--- src/rtl/scanmon_pkg.sv ---
package scanmon_pkg;
  localparam int ERR_W = 8;
  localparam int E_TDI     = 0;
  localparam int E_RST     = 1;
  localparam int E_SE      = 2;
  localparam int E_QUIET   = 3;
  localparam int E_NOCAP   = 4;
  localparam int E_CAPLVL  = 5;
  localparam int E_LOADCMP = 6;
  localparam int E_NOCMP   = 7;

  typedef enum logic [1:0] {PH_SETUP, PH_LOAD0, PH_LOAD1, PH_SCAN} phase_e;

  typedef struct packed {
    logic inSetup;
    logic setupEnd;
    logic firstLoad;
    logic inCapture;
    logic capOpen;
    logic capClose;
    logic scanPhase;
    logic patEnd;
    logic clear;
  } strobe_t;
endpackage

--- src/rtl/scanmon_pulse.sv ---
// Counts departures from and returns to an idle level while enabled.
module scanmon_pulse #(
  parameter logic IDLE = 1'b1
) (
  input  logic clk,
  input  logic rstN,
  input  logic en,
  input  logic pin,
  output logic shapeOk
);
  logic       prevQ;
  logic [1:0] leaveQ;
  logic [1:0] backQ;

  always_ff @(posedge clk) begin
    if (!rstN) begin
      prevQ  <= IDLE;
      leaveQ <= 2'd0;
      backQ  <= 2'd0;
    end else if (en) begin
      prevQ <= pin;
      if (prevQ == IDLE && pin != IDLE && leaveQ != 2'd2) leaveQ <= leaveQ + 2'd1;
      if (prevQ != IDLE && pin == IDLE && backQ != 2'd2) backQ <= backQ + 2'd1;
    end
  end

  assign shapeOk = (leaveQ == 2'd1) && (backQ == 2'd1);
endmodule

--- src/rtl/scanmon_ctrl.sv ---
// Phase tracking: setup, first load (before/after scan enable high), scan.
module scanmon_ctrl
  import scanmon_pkg::*;
(
  input  logic    clk,
  input  logic    rstN,
  input  logic    setupDone,
  input  logic    scanEn,
  input  logic    patEnd,
  input  logic    clearErr,
  output strobe_t stb
);
  phase_e phQ, phNext;
  logic   seQ;

  always_comb begin
    phNext = phQ;
    unique case (phQ)
      PH_SETUP: if (setupDone) phNext = PH_LOAD0;
      PH_LOAD0: if (scanEn)    phNext = PH_LOAD1;
      PH_LOAD1: if (!scanEn)   phNext = PH_SCAN;
      default:                 phNext = PH_SCAN;
    endcase
  end

  always_ff @(posedge clk) begin
    if (!rstN) begin
      phQ <= PH_SETUP;
      seQ <= 1'b0;
    end else begin
      phQ <= phNext;
      seQ <= scanEn;
    end
  end

  always_comb begin
    stb.inSetup   = (phQ == PH_SETUP) && !setupDone;
    stb.setupEnd  = (phQ == PH_SETUP) && setupDone;
    stb.firstLoad = stb.setupEnd || (phQ == PH_LOAD0) || ((phQ == PH_LOAD1) && scanEn);
    stb.inCapture = ((phQ == PH_LOAD1) || (phQ == PH_SCAN)) && !scanEn;
    stb.capOpen   = !scanEn && ((phQ == PH_LOAD1) || ((phQ == PH_SCAN) && seQ));
    stb.capClose  = (phQ == PH_SCAN) && scanEn && !seQ;
    stb.scanPhase = (phQ == PH_SCAN);
    stb.patEnd    = patEnd;
    stb.clear     = clearErr;
  end
endmodule

--- src/rtl/scanmon_dp.sv ---
// Counters, shape trackers, capture bookkeeping and sticky error register.
module scanmon_dp
  import scanmon_pkg::*;
#(
  parameter int CLK_N  = 4,
  parameter int SIN_N  = 4,
  parameter int SOUT_N = 4,
  parameter int CNT_W  = 16
) (
  input  logic              clk,
  input  logic              rstN,
  input  strobe_t           stb,
  input  logic              tck,
  input  logic              tms,
  input  logic              tdi,
  input  logic              trstN,
  input  logic              sysRstN,
  input  logic              auxRstN,
  input  logic              scanEn,
  input  logic [CLK_N-1:0]  scanClk,
  input  logic [SIN_N-1:0]  scanIn,
  input  logic [SOUT_N-1:0] soCmp,
  output logic [ERR_W-1:0]  errFlags,
  output logic [CNT_W-1:0]  tckCount,
  output logic [CNT_W-1:0]  tmsCount,
  output logic [CNT_W-1:0]  tdiCount,
  output logic              verdictValid,
  output logic              verdictFail
);
  localparam int          JTAG_N   = 3;
  localparam int          SHAPE_N  = 4;
  localparam logic [CNT_W-1:0] CNT_MAX = {CNT_W{1'b1}};
  localparam logic [SHAPE_N-1:0] IDLE_LVL = 4'b0111;

  logic [JTAG_N-1:0]             jtagPin, jtagQ;
  logic [JTAG_N-1:0][CNT_W-1:0]  cntOut;
  logic [SHAPE_N-1:0]            shapePin, shapeOk;
  logic [CLK_N-1:0]              clkQ;
  logic [SIN_N-1:0]              sinQ;
  logic                          anyRise, anyCmp;
  logic                          winPulseQ, postCmpQ;
  logic [1:0]                    capCntQ;
  logic [ERR_W-1:0]              errQ, newErr;

  assign jtagPin  = {tdi, tms, tck};
  assign shapePin = {scanEn, auxRstN, sysRstN, trstN};
  assign anyRise  = |(scanClk & ~clkQ);
  assign anyCmp   = |soCmp;

  for (genvar g = 0; g < JTAG_N; g++) begin : g_cnt
    logic [CNT_W-1:0] cnt;
    always_ff @(posedge clk) begin
      if (!rstN) cnt <= '0;
      else if (stb.inSetup && (jtagPin[g] ^ jtagQ[g]) && cnt != CNT_MAX) cnt <= cnt + 1'b1;
    end
    assign cntOut[g] = cnt;
  end

  for (genvar s = 0; s < SHAPE_N; s++) begin : g_shape
    scanmon_pulse #(.IDLE(IDLE_LVL[s])) u_pulse (
      .clk(clk), .rstN(rstN), .en(stb.inSetup), .pin(shapePin[s]), .shapeOk(shapeOk[s])
    );
  end

  always_ff @(posedge clk) begin
    if (!rstN) begin
      jtagQ     <= '0;
      clkQ      <= '0;
      sinQ      <= '0;
      winPulseQ <= 1'b0;
      capCntQ   <= 2'd0;
      postCmpQ  <= 1'b0;
    end else begin
      jtagQ <= jtagPin;
      clkQ  <= scanClk;
      sinQ  <= scanIn;
      if (stb.capClose) winPulseQ <= 1'b0;
      else if (stb.inCapture && anyRise) winPulseQ <= 1'b1;
      if (stb.inCapture && anyRise && capCntQ != 2'd2) capCntQ <= capCntQ + 2'd1;
      if (stb.scanPhase && capCntQ == 2'd2 && anyCmp) postCmpQ <= 1'b1;
    end
  end

  always_comb begin
    newErr            = '0;
    newErr[E_TDI]     = stb.setupEnd && (cntOut[2] <= cntOut[1]);
    newErr[E_RST]     = stb.setupEnd && !(&shapeOk[2:0]);
    newErr[E_SE]      = stb.setupEnd && !shapeOk[3];
    newErr[E_QUIET]   = stb.inSetup && ((|(scanClk ^ clkQ)) || (|(scanIn ^ sinQ)) || anyCmp);
    newErr[E_NOCAP]   = stb.capClose && !winPulseQ;
    newErr[E_CAPLVL]  = (stb.capOpen || stb.capClose) && (|scanClk);
    newErr[E_LOADCMP] = stb.firstLoad && anyCmp;
    newErr[E_NOCMP]   = stb.patEnd &&
                        !(postCmpQ || (stb.scanPhase && capCntQ == 2'd2 && anyCmp));
  end

  always_ff @(posedge clk) begin
    if (!rstN) begin
      errQ         <= '0;
      verdictValid <= 1'b0;
      verdictFail  <= 1'b0;
    end else if (stb.clear) begin
      errQ         <= '0;
      verdictValid <= 1'b0;
      verdictFail  <= 1'b0;
    end else begin
      errQ <= errQ | newErr;
      if (stb.patEnd) begin
        verdictValid <= 1'b1;
        verdictFail  <= |(errQ | newErr);
      end
    end
  end

  assign errFlags = errQ;
  assign tckCount = cntOut[0];
  assign tmsCount = cntOut[1];
  assign tdiCount = cntOut[2];
endmodule

--- src/rtl/scanmon_top.sv ---
module scanmon_top
  import scanmon_pkg::*;
#(
  parameter int CLK_N  = 4,
  parameter int SIN_N  = 4,
  parameter int SOUT_N = 4,
  parameter int CNT_W  = 16
) (
  input  logic              clk,
  input  logic              rstN,
  input  logic              clearErr,
  input  logic              setupDone,
  input  logic              patEnd,
  input  logic              tck,
  input  logic              tms,
  input  logic              tdi,
  input  logic              trstN,
  input  logic              sysRstN,
  input  logic              auxRstN,
  input  logic              scanEn,
  input  logic [CLK_N-1:0]  scanClk,
  input  logic [SIN_N-1:0]  scanIn,
  input  logic [SOUT_N-1:0] soCmp,
  output logic [7:0]        errFlags,
  output logic [CNT_W-1:0]  tckCount,
  output logic [CNT_W-1:0]  tmsCount,
  output logic [CNT_W-1:0]  tdiCount,
  output logic              verdictValid,
  output logic              verdictFail
);
  strobe_t stb;

  scanmon_ctrl u_ctrl (
    .clk(clk), .rstN(rstN), .setupDone(setupDone), .scanEn(scanEn),
    .patEnd(patEnd), .clearErr(clearErr), .stb(stb)
  );

  scanmon_dp #(.CLK_N(CLK_N), .SIN_N(SIN_N), .SOUT_N(SOUT_N), .CNT_W(CNT_W)) u_dp (
    .clk(clk), .rstN(rstN), .stb(stb),
    .tck(tck), .tms(tms), .tdi(tdi), .trstN(trstN), .sysRstN(sysRstN), .auxRstN(auxRstN),
    .scanEn(scanEn), .scanClk(scanClk), .scanIn(scanIn), .soCmp(soCmp),
    .errFlags(errFlags), .tckCount(tckCount), .tmsCount(tmsCount), .tdiCount(tdiCount),
    .verdictValid(verdictValid), .verdictFail(verdictFail)
  );
endmodule

--- config.mk ---
export PLATFORM = sky130hd
export DESIGN_NAME = scanmon_top
export DESIGN_NICKNAME = d
export VERILOG_FILES = /design/src/rtl/scanmon_pkg.sv /design/src/rtl/scanmon_pulse.sv /design/src/rtl/scanmon_ctrl.sv /design/src/rtl/scanmon_dp.sv /design/src/rtl/scanmon_top.sv
export SDC_FILE = /design/constraint.sdc
export NUM_CORES = 1
export LEC_CHECK = 0
export BUFFER_PORTS_ARGS = -buffer_cell sky130_fd_sc_hd__buf_4
export CAP_MARGIN = 20
export CORE_UTILIZATION = 55
export CTS_BUF_LIST = sky130_fd_sc_hd__clkbuf_16
export CTS_CLUSTER_SIZE = 16
export DETAILED_ROUTE_END_ITERATION = 8
export GPL_TIMING_DRIVEN = 0
export PLACE_DENSITY = 0.81
export REMOVE_ABC_BUFFERS = 1
export SLEW_MARGIN = 30
export SYNTH_ARGS = -nofsm -noshare
export SYNTH_HDL_FRONTEND = slang
export SYNTH_SLANG_ARGS = --single-unit
--- constraint.sdc ---
create_clock -name clk -period 2.5 [get_ports clk]
set_input_delay 0.5 -clock clk [delete_from_list [all_inputs] [get_ports clk]]
set_output_delay 0.5 -clock clk [all_outputs]
set_load 0.02 [all_outputs]
==> impl_metrics.env, run 1 <==
export IMPL_synthTopCellsByCount="dfxtp_1, and2_1, nand2_1"
export IMPL_status="complete, no violations"
export IMPL_slew_violations=0
export IMPL_synthTopCellsByArea="dfxtp_1, ha_1, and2_1"
export IMPL_wl_per_cell_um=14.0
export IMPL_grt_pass1_wl_um=17600
export IMPL_seq_area_frac_synth_pct=38.2
export IMPL_critPathCaptureType="register"
export IMPL_tns_ns=0
export IMPL_crit_fanout=7
export IMPL_ant_nets=0
export IMPL_crit_buf_inv=0
export IMPL_critPathMaxStageDelay_ns=0.62
export IMPL_gp_congestion=0.865
export IMPL_fmax_mhz=457
export IMPL_routed_via_count=4178
export IMPL_wl_um=10500
export IMPL_diodes=0
export IMPL_grtUsageTotal_pct=22.5
export IMPL_design_core_area_um2=8760
export IMPL_syn_area_um2=5030
export IMPL_arrival_ns=2.42
export IMPL_cts_made_buffers=9
export IMPL_design_area_um2=5990
export IMPL_synth_edf_count=0
export IMPL_syn_inst=566
export IMPL_drc=0
export IMPL_fin_crit_ns=2.19
export IMPL_max_slew_margin_pct=46.2
export IMPL_synth_top_area_share_pct=38.2
export IMPL_dp_hpwl_um=7480
export IMPL_drive_above_1_share_pct=16.4
export IMPL_ys_types=54
export IMPL_syn_to_final_growth_pct=19.2
export IMPL_crit_slowest_cell="nor4_2"
export IMPL_post_synth_top_count_cell="dfxtp_1"
export IMPL_critPathTopFamily="simple AND/OR/NAND/NOR gates"
export IMPL_yosys_area_top_type="dfxtp_1"
export IMPL_crit_type="reg2reg"
export IMPL_numClockSinks=96
export IMPL_drtIter0Drc=104
export IMPL_fp_dieW_um=97.6
export IMPL_postSynthAreaPerCell_um2=8.88
export IMPL_gr_total_overflow=0
export IMPL_die_h_um=97.6
export IMPL_synth_top_flop_cell="dfxtp_1"
export IMPL_crit_required_ns=2.73
export IMPL_critPathLaunchType="register"
export IMPL_num_io_pins=82
export IMPL_grt_pass1_vias=3916
export IMPL_clkTransAtPathRegs_ns=0.07
export IMPL_tightest_slew_ns=0.807
export IMPL_cts_root_buf="clkbuf_16"
export IMPL_path_cells="nand4_1, nor4_2, a311oi_1, and4_1, mux2i_1"
export IMPL_hold_path_class="in2reg"
export IMPL_finalSetupViolCount=0
export IMPL_async_reset_ff_share_pct=0
export IMPL_via_per_inst=5.55
export IMPL_htree_num_levels=3
export IMPL_placed_cell_area_um2=5680
export IMPL_hold_viol=0
export IMPL_rows=34
export IMPL_pre_cts_ws_ns=-0.161
export IMPL_period_share_pct=87.5
export IMPL_start_util_pct=57.4
export IMPL_cap_viol_max_count=0
export IMPL_p_leak_nw=2.43
export IMPL_whs_ns=0.371
export IMPL_grt_max_degree=97
export IMPL_yosys_register_bits=96
export IMPL_clock_latency_ns=0.34
export IMPL_holdBufCountCts=0
export IMPL_skew_ns=0.00826
export IMPL_peakVddDrop_uv=447
export IMPL_fin_nets=704
export IMPL_drt_first_pass_iters=4
export IMPL_antenna_found_initial=0
export IMPL_ys_warn_count=0
export IMPL_fin_ws_ns=0.313
export IMPL_fp_dieArea_um2=9520
export IMPL_power_density_nw_per_um2=554
export IMPL_cts_tree="yes"
export IMPL_clk_path_buf_depth=2
export IMPL_grt_setup_unrepaired="no"
export IMPL_portBuffers=81
-- path summary, 6_finish.rpt --
path	from	to	slack [ns]	depth (start not counted)
setup reg to reg	u_dp.tmsCount[6]	u_dp.tmsCount[9]	0.31	5
hold / removal	scanClk[0]	u_dp.clkQ[0]	0.37	2
hold reg to reg	u_dp.errFlags[1]	u_dp.errFlags[1]	0.47	2
setup / recovery	u_dp.tmsCount[6]	u_dp.tmsCount[9]	0.31	5
-- cell type report --
type	instances	area [um2]
clock inverters	7	71.3
fillers	713	2770
inverters	42	158
multi-input cells	408	2860
well taps	108	135
clock buffers	9	225
flip-flops and latches	96	1920
repair buffers	83	623
-- what timing repair did --
action                     in CTS  in global routing
buffers inserted                2                  0
gates cloned                    0                  0
setup endpoints to repair       2                  8
resized for setup               0                  1
pin swaps                       1                  0
-- routing by layer --
metal  wire length, um  GRT usage, %  share of wire (%)  up-vias
li1                  -             -                  -     2108
met1              4620          26.7                 44     1977
met2              5350          41.2                 51       82
met3               470          4.46                4.5       11
met4               106          6.00                1.0        0
met5                 0             0                  0        -
-- cells by family after synthesis --
kind of cell | count (synthesis) | share of synthesized area (%)
multiplexers | 9 | 1.79
AND/OR/NAND/NOR | 236 | 26.9
adder cells (fa/ha/maj) | 40 | 9.96
buffers and inverters | 62 | 5.10
XOR/XNOR | 40 | 6.97
flip-flops | 96 | 38.2
AO/OA/AOI/OAI | 83 | 11.1
-- flip-flops by register name, indices dropped and copies added (netlist names) --
signal                       flops
u_dp.verdictValid                1
u_dp.tdiCount                   16
u_ctrl.seQ                       1
u_dp.tckCount                   16
u_dp.capCntQ                     2
u_dp.g_shape.u_pulse.leaveQ      8
u_ctrl.phQ                       2
u_dp.winPulseQ                   1
u_dp.verdictFail                 1
u_dp.jtagQ                       3
u_dp.sinQ                        4
u_dp.errFlags                    8
u_dp.postCmpQ                    1
u_dp.tmsCount                   16
u_dp.clkQ                        4
u_dp.g_shape.u_pulse.prevQ       4
u_dp.g_shape.u_pulse.backQ       8
-- cell usage in the layout, fill, tap and decap left out, drive strengths merged, types with 3 or more instances in the layout --
cell type,count
nand2,47
o21a,3
nand4,15
nor3,7
o211ai,9
a21boi,14
clkbuf,9
nand4b,3
o21ai,26
or3,14
mux2i,9
xor2,6
inv,44
nor2,21
and2,54
xnor2,34
nor2b,8
a31oi,3
nor3b,4
nor4,11
a21oi,12
and3,4
ha,40
and4,10
buf,83
dfxtp,96
nand2b,3
nand3,27
-- power breakdown --
part / switching [W] / total [W] / internal (W)
clock network: 0.000601 / 0.00138 / 0.000776
registers: 0.0000466 / 0.00162 / 0.00158
logic: 0.000173 / 0.000323 / 0.000150
total: 0.000821 / 0.00332 / 0.00250
-- per-stage QoR --
stage	util (%)	cells	total power [W]
2_1_floorplan	-	546	0.00184
3_3_place_gp	64.7	735	0.00196
3_5_place_dp	64.8	735	0.00197
4_1_cts	68.3	753	0.00335
5_1_grt	68.4	753	0.00344
6_report	68.4	753	0.00332
(Power assumes the default switching activity.)
==> run 2, diff against run 1 <==
--- a/config.mk
+++ b/config.mk
@@ -17,4 +17,5 @@
 export SLEW_MARGIN = 30
 export SYNTH_ARGS = -nofsm -noshare
 export SYNTH_HDL_FRONTEND = slang
+export SYNTH_HIERARCHICAL = 1
 export SYNTH_SLANG_ARGS = --single-unit
==> run 2 against run 1 <==
Utilization increased by 1.3 points. Setup slack worse by 0.020 ns. Register-to-register slack worse by 0.02 ns. Cell count up 0.93%. Die area grew 1.8%. Combinational power is 2% lower. First-iteration DRC count is 38% higher. Sequential share of layout area decreased by 0.89 points. Critical endpoint is now u_dp/tmsCount[13]. Largest cell class unchanged. Largest power group unchanged.
==> impl_metrics.env, run 2 <==
export IMPL_hold_viol=0
export IMPL_antenna_found_initial=0
export IMPL_rows=34
export IMPL_whs_ns=0.382
export IMPL_power_total_w=0.00341
export IMPL_synthTopCellsByCount="dfxtp_1, nor2_1, inv_1"
export IMPL_crit_required_ns=2.77
export IMPL_r2r_cells=6
export IMPL_max_slew_margin_pct=44.8
export IMPL_critPathLaunchType="register"
export IMPL_path_cells="nor3_4, buf_4, nand2_2, nor3_4, nor3b_1, mux2i_1"
export IMPL_dp_hpwl_um=8120
export IMPL_ant_nets=0
export IMPL_grt_setup_unrepaired="no"
export IMPL_clock_power_share_pct=43.3
export IMPL_tightest_slew_ns=0.827
export IMPL_fp_dieW_um=98.5
export IMPL_p_sw_share_pct=23.6
export IMPL_synthTopCellsByArea="dfxtp_1, ha_1, xnor2_1"
export IMPL_intPower_w=0.00260
export IMPL_slew_violations=0
export IMPL_cpMostUsedCell="nor3_4"
export IMPL_design_core_area_um2=8850
export IMPL_ys_types=61
export IMPL_drive_above_1_share_pct=19.6
export IMPL_syn_area_um2=5120
export IMPL_post_synth_top_count_cell="dfxtp_1"
export IMPL_holdBufCountCts=0
export IMPL_portBuffers=81
export IMPL_layout_commonest_cell="dfxtp_1"
export IMPL_postSynthAreaPerCell_um2=9.03
export IMPL_yosys_register_bits=96
export IMPL_fin_cells=760
export IMPL_finalSetupViolCount=0
export IMPL_synth_top_flop_cell="dfxtp_1"
export IMPL_clock_latency_ns=0.33
export IMPL_min_from="scanIn[0]"
export IMPL_fp_dieArea_um2=9700
export IMPL_grt_pass1_vias=4150
export IMPL_die_h_um=98.5
export IMPL_synth_top_area_share_pct=37.5
export IMPL_seq_area_frac_synth_pct=37.5
export IMPL_layout_common_cells="dfxtp_1, buf_4, nor2_1, inv_1, nand2_1"
export IMPL_fin_crit_ns=2.21
export IMPL_clk_path_buf_depth=2
export IMPL_drt_first_pass_iters=6
export IMPL_syn_to_final_growth_pct=20.4
export IMPL_cts_root_buf="clkbuf_16"
export IMPL_seqPwrFrac_pct=47.3
export IMPL_ys_warn_count=6
export IMPL_design_area_um2=6160
export IMPL_via_per_inst=5.67
export IMPL_synth_edf_count=0
export IMPL_wl_um=11300
export IMPL_holdPathStages=2
export IMPL_fmax_mhz=453
export IMPL_grt_pass1_wl_um=19000
export IMPL_crit_buf_inv=1
export IMPL_crit_fanout=13
export IMPL_gr_total_overflow=0
export IMPL_cts_tree="yes"
export IMPL_numClockSinks=96
export IMPL_postCtsSetupBuffers=0
export IMPL_cts_made_buffers=9
export IMPL_cap_viol_max_count=0
export IMPL_status="complete, no violations"
export IMPL_yosys_area_top_type="dfxtp_1"
export IMPL_placed_cell_area_um2=5820
export IMPL_hold_path_class="in2reg"
export IMPL_critPathTopFamily="simple AND/OR/NAND/NOR gates"
export IMPL_critPathCaptureType="register"
export IMPL_routed_via_count=4306
export IMPL_drc=0
export IMPL_grtUsageTotal_pct=24.1
export IMPL_drtIter0Drc=144
export IMPL_cp_depth=6
export IMPL_dp_cells=745
export IMPL_fin_ws_ns=0.293
export IMPL_critPathMaxStageDelay_ns=0.41
export IMPL_setup_worst_path_start="u_ctrl/phQ[1]"
export IMPL_wl_per_cell_um=14.9
export IMPL_arrival_ns=2.47
export IMPL_diodes=0
export IMPL_clkTransAtPathRegs_ns=0.07
export IMPL_period_share_pct=88.3
export IMPL_num_io_pins=82
export IMPL_skew_ns=0.00916
export IMPL_async_reset_ff_share_pct=0
export IMPL_combPwrFrac_pct=9.3
export IMPL_switchingPower_w=0.000805
export IMPL_p_leak_nw=2.39
export IMPL_power_density_nw_per_um2=553
export IMPL_gp_congestion=0.813
export IMPL_start_util_pct=57.8
export IMPL_htree_num_levels=3
export IMPL_pre_cts_ws_ns=-0.120
export IMPL_fin_nets=712
export IMPL_grt_max_degree=60
export IMPL_crit_slowest_cell="nor3_4"
export IMPL_peakVddDrop_uv=322
export IMPL_crit_type="reg2reg"
export IMPL_rr_startpoint="u_ctrl/phQ[1]"
export IMPL_syn_inst=567
==> run 2: cell types whose count changed in the layout (fill, tap and decap cells not counted), sizes merged, moves of 10 or more <==
cell    delta
a21boi    -13
and2      -35
mux2i     +15
nand2b    +15
nand3     -10
nor2      +42
o21ai     -23
or3       -12
==> run 2: path summary, 6_finish.rpt <==
check | to | slack, ns
worst max register to register | u_dp/tmsCount[13] | 0.29
worst min register to register | u_dp/postCmpQ | 0.47
worst min-delay path | u_dp/sinQ[0] | 0.38
worst max-delay path | u_dp/tmsCount[13] | 0.29
==> run 2: logic make-up after synthesis <==
| group | share of synthesized area, % |
|---|---|
| compound gates | 7.55 |
| xor+xnor | 7.70 |
| fa+ha+maj | 9.78 |
| buf+inv | 4.74 |
| flops | 37.5 |
| mux | 4.69 |
| simple gates | 28.0 |
==> run 2: power groups by stage <==
stage	Combinational, W	Sequential, W	Clock, W
2_1_floorplan	0.000176	0.00165	0
3_3_place_gp	0.000296	0.00164	0
3_5_place_dp	0.000313	0.00164	0
4_1_cts	0.000318	0.00161	0.00150
5_1_grt	0.000354	0.00162	0.00157
6_report	0.000318	0.00161	0.00148
==> run 2: area by class of cell <==
type,instances,area [um2]
Clock buffer,9,225
Clock inverter,6,92.6
Fill cell,703,2690
Inverter,49,184
Multi-Input combinational cell,409,2980
Sequential cell,96,1920
Tap cell,108,135
Timing Repair Buffer,83,623
==> run 2: through the flow <==
step                      TNS (ns)  utilization, %
final                            0            69.6
after global routing             0            69.6
after CTS                        0            69.5
after detailed placement    -0.227            65.8
after global placement     -107.45            65.6
after floorplan             -27.86               -
==> run 2: what timing repair did <==
item / CTS / global route
setup endpoints to repair: 2 / 2
gates resized for setup: 1 / 2
pin swaps: 0 / 0
==> run 2: routing by layer <==
| metal | GRT usage (%) | vias to the layer above | part of all wire, % |
|---|---|---|---|
| li1 | - | 2133 | - |
| met5 | 0 | - | 0 |
| met2 | 42.8 | 94 | 51 |
| met1 | 29.9 | 2071 | 44 |
| met3 | 3.76 | 8 | 3.6 |
| met4 | 7.46 | 0 | 1.0 |
